$ cat config.mk
export PLATFORM = sky130hd
export DESIGN_NAME = fifo_pwm_core
export DESIGN_NICKNAME = d
export VERILOG_FILES = /design/src/rtl/fifo_pwm_core.sv
export SDC_FILE = /design/constraint.sdc
export NUM_CORES = 1
export LEC_CHECK = 0
export ABC_AREA = 1
export BUFFER_PORTS_ARGS = -buffer_cell sky130_fd_sc_hd__buf_2
export CORE_MARGIN = 2
export CORE_UTILIZATION = 50
export CTS_CLUSTER_DIAMETER = 200
export DETAILED_ROUTE_END_ITERATION = 10
export PLACE_DENSITY = 0.74
export SYNTH_ARGS = -nofsm -noshare
export SYNTH_HDL_FRONTEND = slang
export SYNTH_SLANG_ARGS = --single-unit
$ cat constraint.sdc
create_clock -name clk -period 3.25 [get_ports clk]
set_input_delay 0.65 -clock clk [delete_from_list [all_inputs] [get_ports clk]]
set_output_delay 0.65 -clock clk [all_outputs]
set_load 0.02 [all_outputs]
$ cat src/rtl/fifo_pwm_core.sv
module fifo_pwm_core #(
  parameter int CNT_W = 16,
  parameter int PSC_W = 12,
  parameter int DEPTH = 4,
  parameter int REP_W = 2,
  localparam int LVL_W = $clog2(DEPTH + 1)
) (
  input  logic             clk,
  input  logic             rst_n,
  input  logic             en,
  input  logic             tick_en,
  input  logic [PSC_W-1:0] prescale,
  input  logic [CNT_W-1:0] period,
  input  logic [REP_W-1:0] repeat_sel,
  input  logic [1:0]       out_mode,
  input  logic             push,
  input  logic [CNT_W-1:0] push_data,
  output logic             pwm_out,
  output logic             rollover_pulse,
  output logic             compare_pulse,
  output logic [LVL_W-1:0] fifo_level
);
  localparam int AW   = (DEPTH > 1) ? $clog2(DEPTH) : 1;
  localparam int RC_W = (1 << REP_W) - 1;

  logic             run_q;
  logic [PSC_W-1:0] psc;
  logic [CNT_W-1:0] cnt, duty;
  logic [RC_W-1:0]  rep_cnt;
  logic [CNT_W-1:0] mem [DEPTH];
  logic [AW-1:0]    rd_ptr, wr_ptr;
  logic [LVL_W-1:0] level;

  wire active   = en & run_q;
  wire start    = en & ~run_q;
  wire [CNT_W-1:0] plim    = (period == '1) ? {{(CNT_W-1){1'b1}}, 1'b0} : period;
  wire [CNT_W-1:0] wrap_at = plim + 1'b1;
  wire step     = active & tick_en & (psc == prescale);
  wire wrap     = step & (cnt >= wrap_at);
  wire last_rep = (rep_cnt == RC_W'((1 << repeat_sel) - 1));
  wire nonempty = (level != '0);
  wire pop      = (start | (wrap & last_rep)) & nonempty;
  wire push_ok  = push & (level != LVL_W'(DEPTH));
  wire below    = run_q & (cnt < duty);

  assign pwm_out    = (out_mode == 2'd0) ? below :
                      (out_mode == 2'd1) ? (run_q & ~below) : 1'b0;
  assign fifo_level = level;

  always_ff @(posedge clk or negedge rst_n) begin
    if (!rst_n) begin
      run_q          <= 1'b0;
      psc            <= '0;
      cnt            <= '0;
      rollover_pulse <= 1'b0;
      compare_pulse  <= 1'b0;
    end else begin
      run_q          <= en;
      rollover_pulse <= wrap;
      compare_pulse  <= step & ~wrap & (CNT_W'(cnt + 1'b1) == duty);
      if (!active) begin
        psc <= '0;
        cnt <= '0;
      end else if (tick_en) begin
        psc <= (psc == prescale) ? '0 : psc + 1'b1;
        if (step) cnt <= wrap ? '0 : cnt + 1'b1;
      end
    end
  end

  always_ff @(posedge clk or negedge rst_n) begin
    if (!rst_n) begin
      duty    <= '0;
      rep_cnt <= '0;
    end else if (start) begin
      duty    <= nonempty ? mem[rd_ptr] : '0;
      rep_cnt <= '0;
    end else if (wrap) begin
      if (last_rep && nonempty) duty <= mem[rd_ptr];
      rep_cnt <= last_rep ? '0 : rep_cnt + 1'b1;
    end
  end

  always_ff @(posedge clk) begin
    if (push_ok) mem[wr_ptr] <= push_data;
  end

  always_ff @(posedge clk or negedge rst_n) begin
    if (!rst_n) begin
      rd_ptr <= '0;
      wr_ptr <= '0;
      level  <= '0;
    end else begin
      if (push_ok) wr_ptr <= (wr_ptr == AW'(DEPTH - 1)) ? '0 : wr_ptr + 1'b1;
      if (pop)     rd_ptr <= (rd_ptr == AW'(DEPTH - 1)) ? '0 : rd_ptr + 1'b1;
      case ({push_ok, pop})
        2'b10:   level <= level + 1'b1;
        2'b01:   level <= level - 1'b1;
        default: level <= level;
      endcase
    end
  end
endmodule

# After elaboration in Yosys (flattened, before gate mapping)
# Memories as Yosys holds them, arrays and structs flattened.
# Index checks and enable logic that the tools add are counted.
# W data, S select, Z words.
# totals
ff_bits	57
latchBits	0
ram_bits	64
romBits	0
in_bits	53
out_inout_bits	6
elab_cells	81
memories	1
# memory_table
memory	depth	word_bits	rd	rd_clocked_by_memory_dff	wr	line	source
mem	4	16	1	0	1	30	logic [CNT_W-1:0] mem [DEPTH];
# op_classes
add_sub_neg	9
multipliers	0
div	0
n_lt_le_gt_ge	2
n_eq_ne	12
shifts	1
n_mux	22
bitwise	16
n_reduce_logical	8
# op_table
op	count
$mux W16	9
$mux W12	3
$add A16 B1 Y16 const B	2
$eq A16 B16 Y1	1
$eq A16 B16 Y1 const B	1
$ge A16 B16 Y1	1
$lt A16 B16 Y1	1
$add A12 B1 Y12 const B	1
$and A1 B1 Y1	12
$eq A12 B12 Y1	1
$mux W3	3
$add A3 B1 Y3 const B	2
$eq A2 B2 Y1 const B	3
$pmux W3 S2	1
$reduce_bool A2 Y1	3
$add A2 B1 Y2 const B	2
$eq A2 B1 Y1 const B	2
$mux W1	4
$mux W2	2
$reduce_and A2 Y1	2
$eq A3 B3 Y1	1
$ne A3 B3 Y1 const B	1
$not A1 Y1	3
$reduce_bool A3 Y1	1
other kinds (8)	8

# Logic depth before layout (Yosys ltp)
# logic_depth
word_depth	10
ltp_mapped	30
depth_no_buf	29

# Least setup slack after synthesis
# OpenSTA, ideal clock, no wires.
# synth_timing
kind	input to register
start	in period[3]
end	reg level[2] (netlist: fifo_level[2])
setup_time_ns	0.131
t_arrival_ns	4.036
t_required_ns	3.119
setup_slack_ns	-0.917
path_stages	28
path_buffers	1
path_cell_list	nand2_1 nor2_1 nand4_1 nand2_1 inv_1 ha_1 nor3b_2 nand2_1 nor2_1 nand3_1 nor3_1 xor2_1 ha_1 nand2_1 nor3_1 nand2_1 nand2_1 nand2_4 nand2_4 nand3_4 buf_6 clkinv_4 ha_1 inv_1 fa_1 a21oi_1 o21ai_0 xor2_1
# synth_via
elab_chain_len	10
elab_cells_between_ends	12
classes_between	1 x add/sub; 1 x order compare; 3 x eq/ne; 2 x mux; 4 x bitwise; 1 x reduce/logical
# synth_lines
item	line	source
from (decl)	13	input logic [CNT_W-1:0] period,
$eq A16 B16 Y1	36	wire [CNT_W-1:0] plim = (period == '1) ? {{(CNT_W-1){1'b1}}, 1'b0} : period;
$mux W16 (*)	36	
$add A16 B1 Y16 (*)	37	wire [CNT_W-1:0] wrap_at = plim + 1'b1;
$ge A16 B16 Y1 (*)	39	wire wrap = step & (cnt >= wrap_at);
$and A1 B1 Y1 (*)	39	
$and A1 B1 Y1 (*)	42	wire pop = (start | (wrap & last_rep)) & nonempty;
$or A1 B1 Y1 (*)	42	
$and A1 B1 Y1 (*)	42	
net pop	42	
$eq A2 B1 Y1 or $eq A2 B2 Y1 (tied branches)	96	case ({push_ok, pop})
$pmux W3 S2 or $reduce_bool A2 Y1 (tied branches)	n/a	
to (signal assigned)	97	2'b10: level <= level + 1'b1;
to (signal assigned)	98	2'b01: level <= level - 1'b1;
to (signal assigned)	99	default: level <= level;
to (decl)	32	logic [LVL_W-1:0] level;
# Mark *: on every way through the listed nets, which the timed path passes. The rest lies on a longest branch.
# A chain may end at the register's enable or synchronous reset.

# Worst setup path after layout
# layout_timing
start	in period[4]
end	reg level[2] (netlist: fifo_level[2])
# The elaborated chain is that of the path after synthesis.

==> results.json <==
{
  "syn_nets": 869,
  "wl_per_cell_um": 13.6,
  "cts_tree": "built",
  "reg2reg_to": "fifo_level[2]",
  "finalSetupTns_ps": -4020,
  "place.gp.congestion": 0.879,
  "outcome": "finished with violations",
  "path_class": "primary input to register",
  "worst-path-buf-inv": 5,
  "drcViolationCount": 0,
  "critPathMaxStageDelay_ps": 350,
  "finalCritPeriodShare_pct": 112,
  "drt-total-wl_um": 14900,
  "grt_pass1_wl_um": 24000,
  "crit_slowest_cell": "fa_2",
  "fillers": 1054,
  "grt_max_degree": 37,
  "drt_iter0_drc": 297,
  "r2r-start": "cnt[10]",
  "synth-seq-area-share_pct": 48.6,
  "peakVddDrop_mv": 0.574,
  "p_per_area_nw_per_um2": 634,
  "ys_ff_latch": 121,
  "p_leak_nw": 3.97,
  "vias": 5650,
  "antenna_found_initial": 0,
  "hold_slack_ps": 226,
  "clk_pin_slew_worst_paths_ps": 60,
  "design.core.area_um2": 13300,
  "ant_nets": 0,
  "worst_setup_path_start_kind": "primary input",
  "final_nets": 1003,
  "worstMarginPinSlew_ps": 1110,
  "drtPass1Iterations": 4,
  "fp.dieArea_um2": 14700,
  "hp-class": "primary input to async pin",
  "clock_path_buffers": 2,
  "synth.distinct_cells": 39,
  "cp.depth": 29,
  "initial_core_util_pct": 51.6,
  "fmax_mhz": 276,
  "ctsHoldBuffers": 0,
  "clock_latency_ps": 420,
  "gr-total-overflow": 0,
  "cpLargestDelayFamily": "simple AND/OR/NAND/NOR gates",
  "worstPathArrival_ps": 3930,
  "viasPerCell": 5.16,
  "cts_root_buffer": "clkbuf_16",
  "endpoint_kind": "register",
  "finalHoldViolations": 0,
  "cp_max_fo": 3,
  "max-slew-margin-rel_pct": 26.3,
  "drive_above_1_share_pct": 25.5,
  "r2r_slack_ps": 670,
  "pre_cts_ws_ps": -961,
  "slew_violations": 0,
  "cts_sinks": 121,
  "violations": "setup timing",
  "ioPinCount": 59,
  "dp_hpwl_um": 9980,
  "syn_area_um2": 6880,
  "first_global_vias": 5347,
  "synthToLayoutAreaGrowth_pct": 25.8,
  "io_buffers": 58,
  "worst-r2r-cell-count": 15,
  "avgSynthCellArea_um2": 8.91,
  "yosys_warnings": 0,
  "gr-usage-all-layers_pct": 20.7,
  "synthCells": 773,
  "die_y_um": 121,
  "setup_violations": 19,
  "die_w_um": 121,
  "core.rowCount": 42,
  "cts_max_level": 4,
  "fin_ws_ps": -378,
  "worst_path_most_repeated_cell": "nand2_2",
  "rsz0062_at_grt": "true",
  "cts_inserted_buffers": 17,
  "drv_cap": 0,
  "fin_skew_ps": 9.12,
  "fin_crit_ps": 3630,
  "diodes": 0,
  "critPathRequiredTime_ps": 3550
}
worst reg2reg max path: stages (launching register included):
cell and delay, ps:
dfrtp_1 460, ha_1 350, nand4_1 120, nor3_2 220, nand2_1 90, nand2_2 80
nand2_4 60, nand2_4 70, nand3_4 80, clkinv_4 60, ha_4 110, inv_2 40
fa_2 360, a21oi_2 150, o21ai_2 80, xor2_1 140
power breakdown:
| part | internal [W] | total (W) | switching (W) |
|---|---|---|---|
| combinational | 0.000604 | 0.00151 | 0.000903 |
| sequential | 0.00192 | 0.00214 | 0.000217 |
| clock | 0.00108 | 0.00184 | 0.000757 |
metal layers:
layer / share of wire, % / vias up / global-route usage, %
met5: 0 / - / 0
met4: 1.6 / 0 / 7.83
met3: 3.6 / 25 / 4.37
met2: 50 / 113 / 35.0
met1: 45 / 2647 / 26.0
li1: - / 2865 / -
layout by cell type, fill, tap and decap left out, types with 23 or more instances in the layout:
cell type and n:
a21oi_1 37, ha_1 40, nor2_1 42, inv_1 94
edfxtp_1 64, nand3_1 33, buf_4 68, dfrtp_1 57
nand2_1 202, nand2_2 23, buf_2 51
how the worst max path moves through the flow:
stage	slack, ps	start	to
floorplan	-810	period[15]	fifo_level[2]
global placement	-830	period[15]	fifo_level[2]
detailed placement	-960	period[15]	fifo_level[2]
CTS	-340	period[12]	fifo_level[2]
global route	-650	period[4]	fifo_level[2]
finish	-380	period[4]	fifo_level[2]
final cells by class:
type,count,area (µm²),area share [%]
clock buffer,17,425,4.91
sequential,121,3350,38.6
tap,176,220,2.54
multi-input combinational,533,3180,36.7
inverter,102,388,4.48
timing repair buffer,132,948,10.9
clock inverter,15,156,1.81
registers in the layout, summed over array words and instances (netlist names), 2 cells and up:
name        count
fifo_level      3
rd_ptr          2
wr_ptr          2
rep_cnt         3
cnt            16
psc            12
duty           16
mem            64
synthesized netlist by cell type:
cell type	instances	area, µm²
o22ai_1	20	125
nand4_1	11	68.8
clkinv_4	1	8.76
ha_1	42	526
a31oi_1	1	6.26
dfrtp_1	57	1430
nor2_2	4	25.0
a21oi_1	38	190
nor2_4	1	11.3
nand2_1	223	837
nand3_2	1	10.0
or2_2	1	6.26
a21o_1	1	7.51
o21ai_0	21	105
a32o_1	16	160
nor2_1	43	161
nand2_4	3	33.8
nand3_1	33	165
nor4_1	3	18.8
o21a_1	2	15.0
nor3b_1	1	7.51
xor2_1	20	175
nand2_2	2	12.5
a31o_2	1	8.76
buf_6	3	33.8
buf_2	2	10.0
inv_1	97	364
o31ai_2	1	12.5
clkinv_1	1	3.75
nor3_1	9	45.0
edfxtp_1	64	1920
nand3_4	1	17.5
nor3b_2	1	12.5
inv_2	3	11.3
clkbuf_1	13	48.8
o21ai_2	17	149
o32ai_1	1	8.76
fa_1	1	20.0
xnor2_1	13	114
logic make-up (layout without fill, tap and decap cells):
| group | count (synthesis) | after routing | share of synthesized area (%) |
|---|---|---|---|
| simple gates | 337 | 338 | 20.8 |
| flops | 121 | 121 | 48.6 |
| buf+inv | 120 | 266 | 6.98 |
| compound gates | 119 | 119 | 11.5 |
| fa+ha+maj | 43 | 43 | 7.92 |
| xor+xnor | 33 | 33 | 4.20 |
per-stage QoR:
stage	total power (W)	area, µm²	instances	util, %
after floorplan	0.00318	6960	773	-
after global placement	0.00355	7770	1042	58.2
final	0.00549	8660	1096	64.9
after global routing	0.00580	8660	1096	64.9
after CTS	0.00547	8480	1087	63.5
after detailed placement	0.00360	7770	1042	58.2
what timing repair did:
action,CTS,global route
endpoints found under the hold margin,0,0
setup buffers,13,6
cloned,0,4
resized for setup,6,19
endpoints found under the setup margin,5,41
pin swaps,17,7
(Power assumes the default switching activity.)
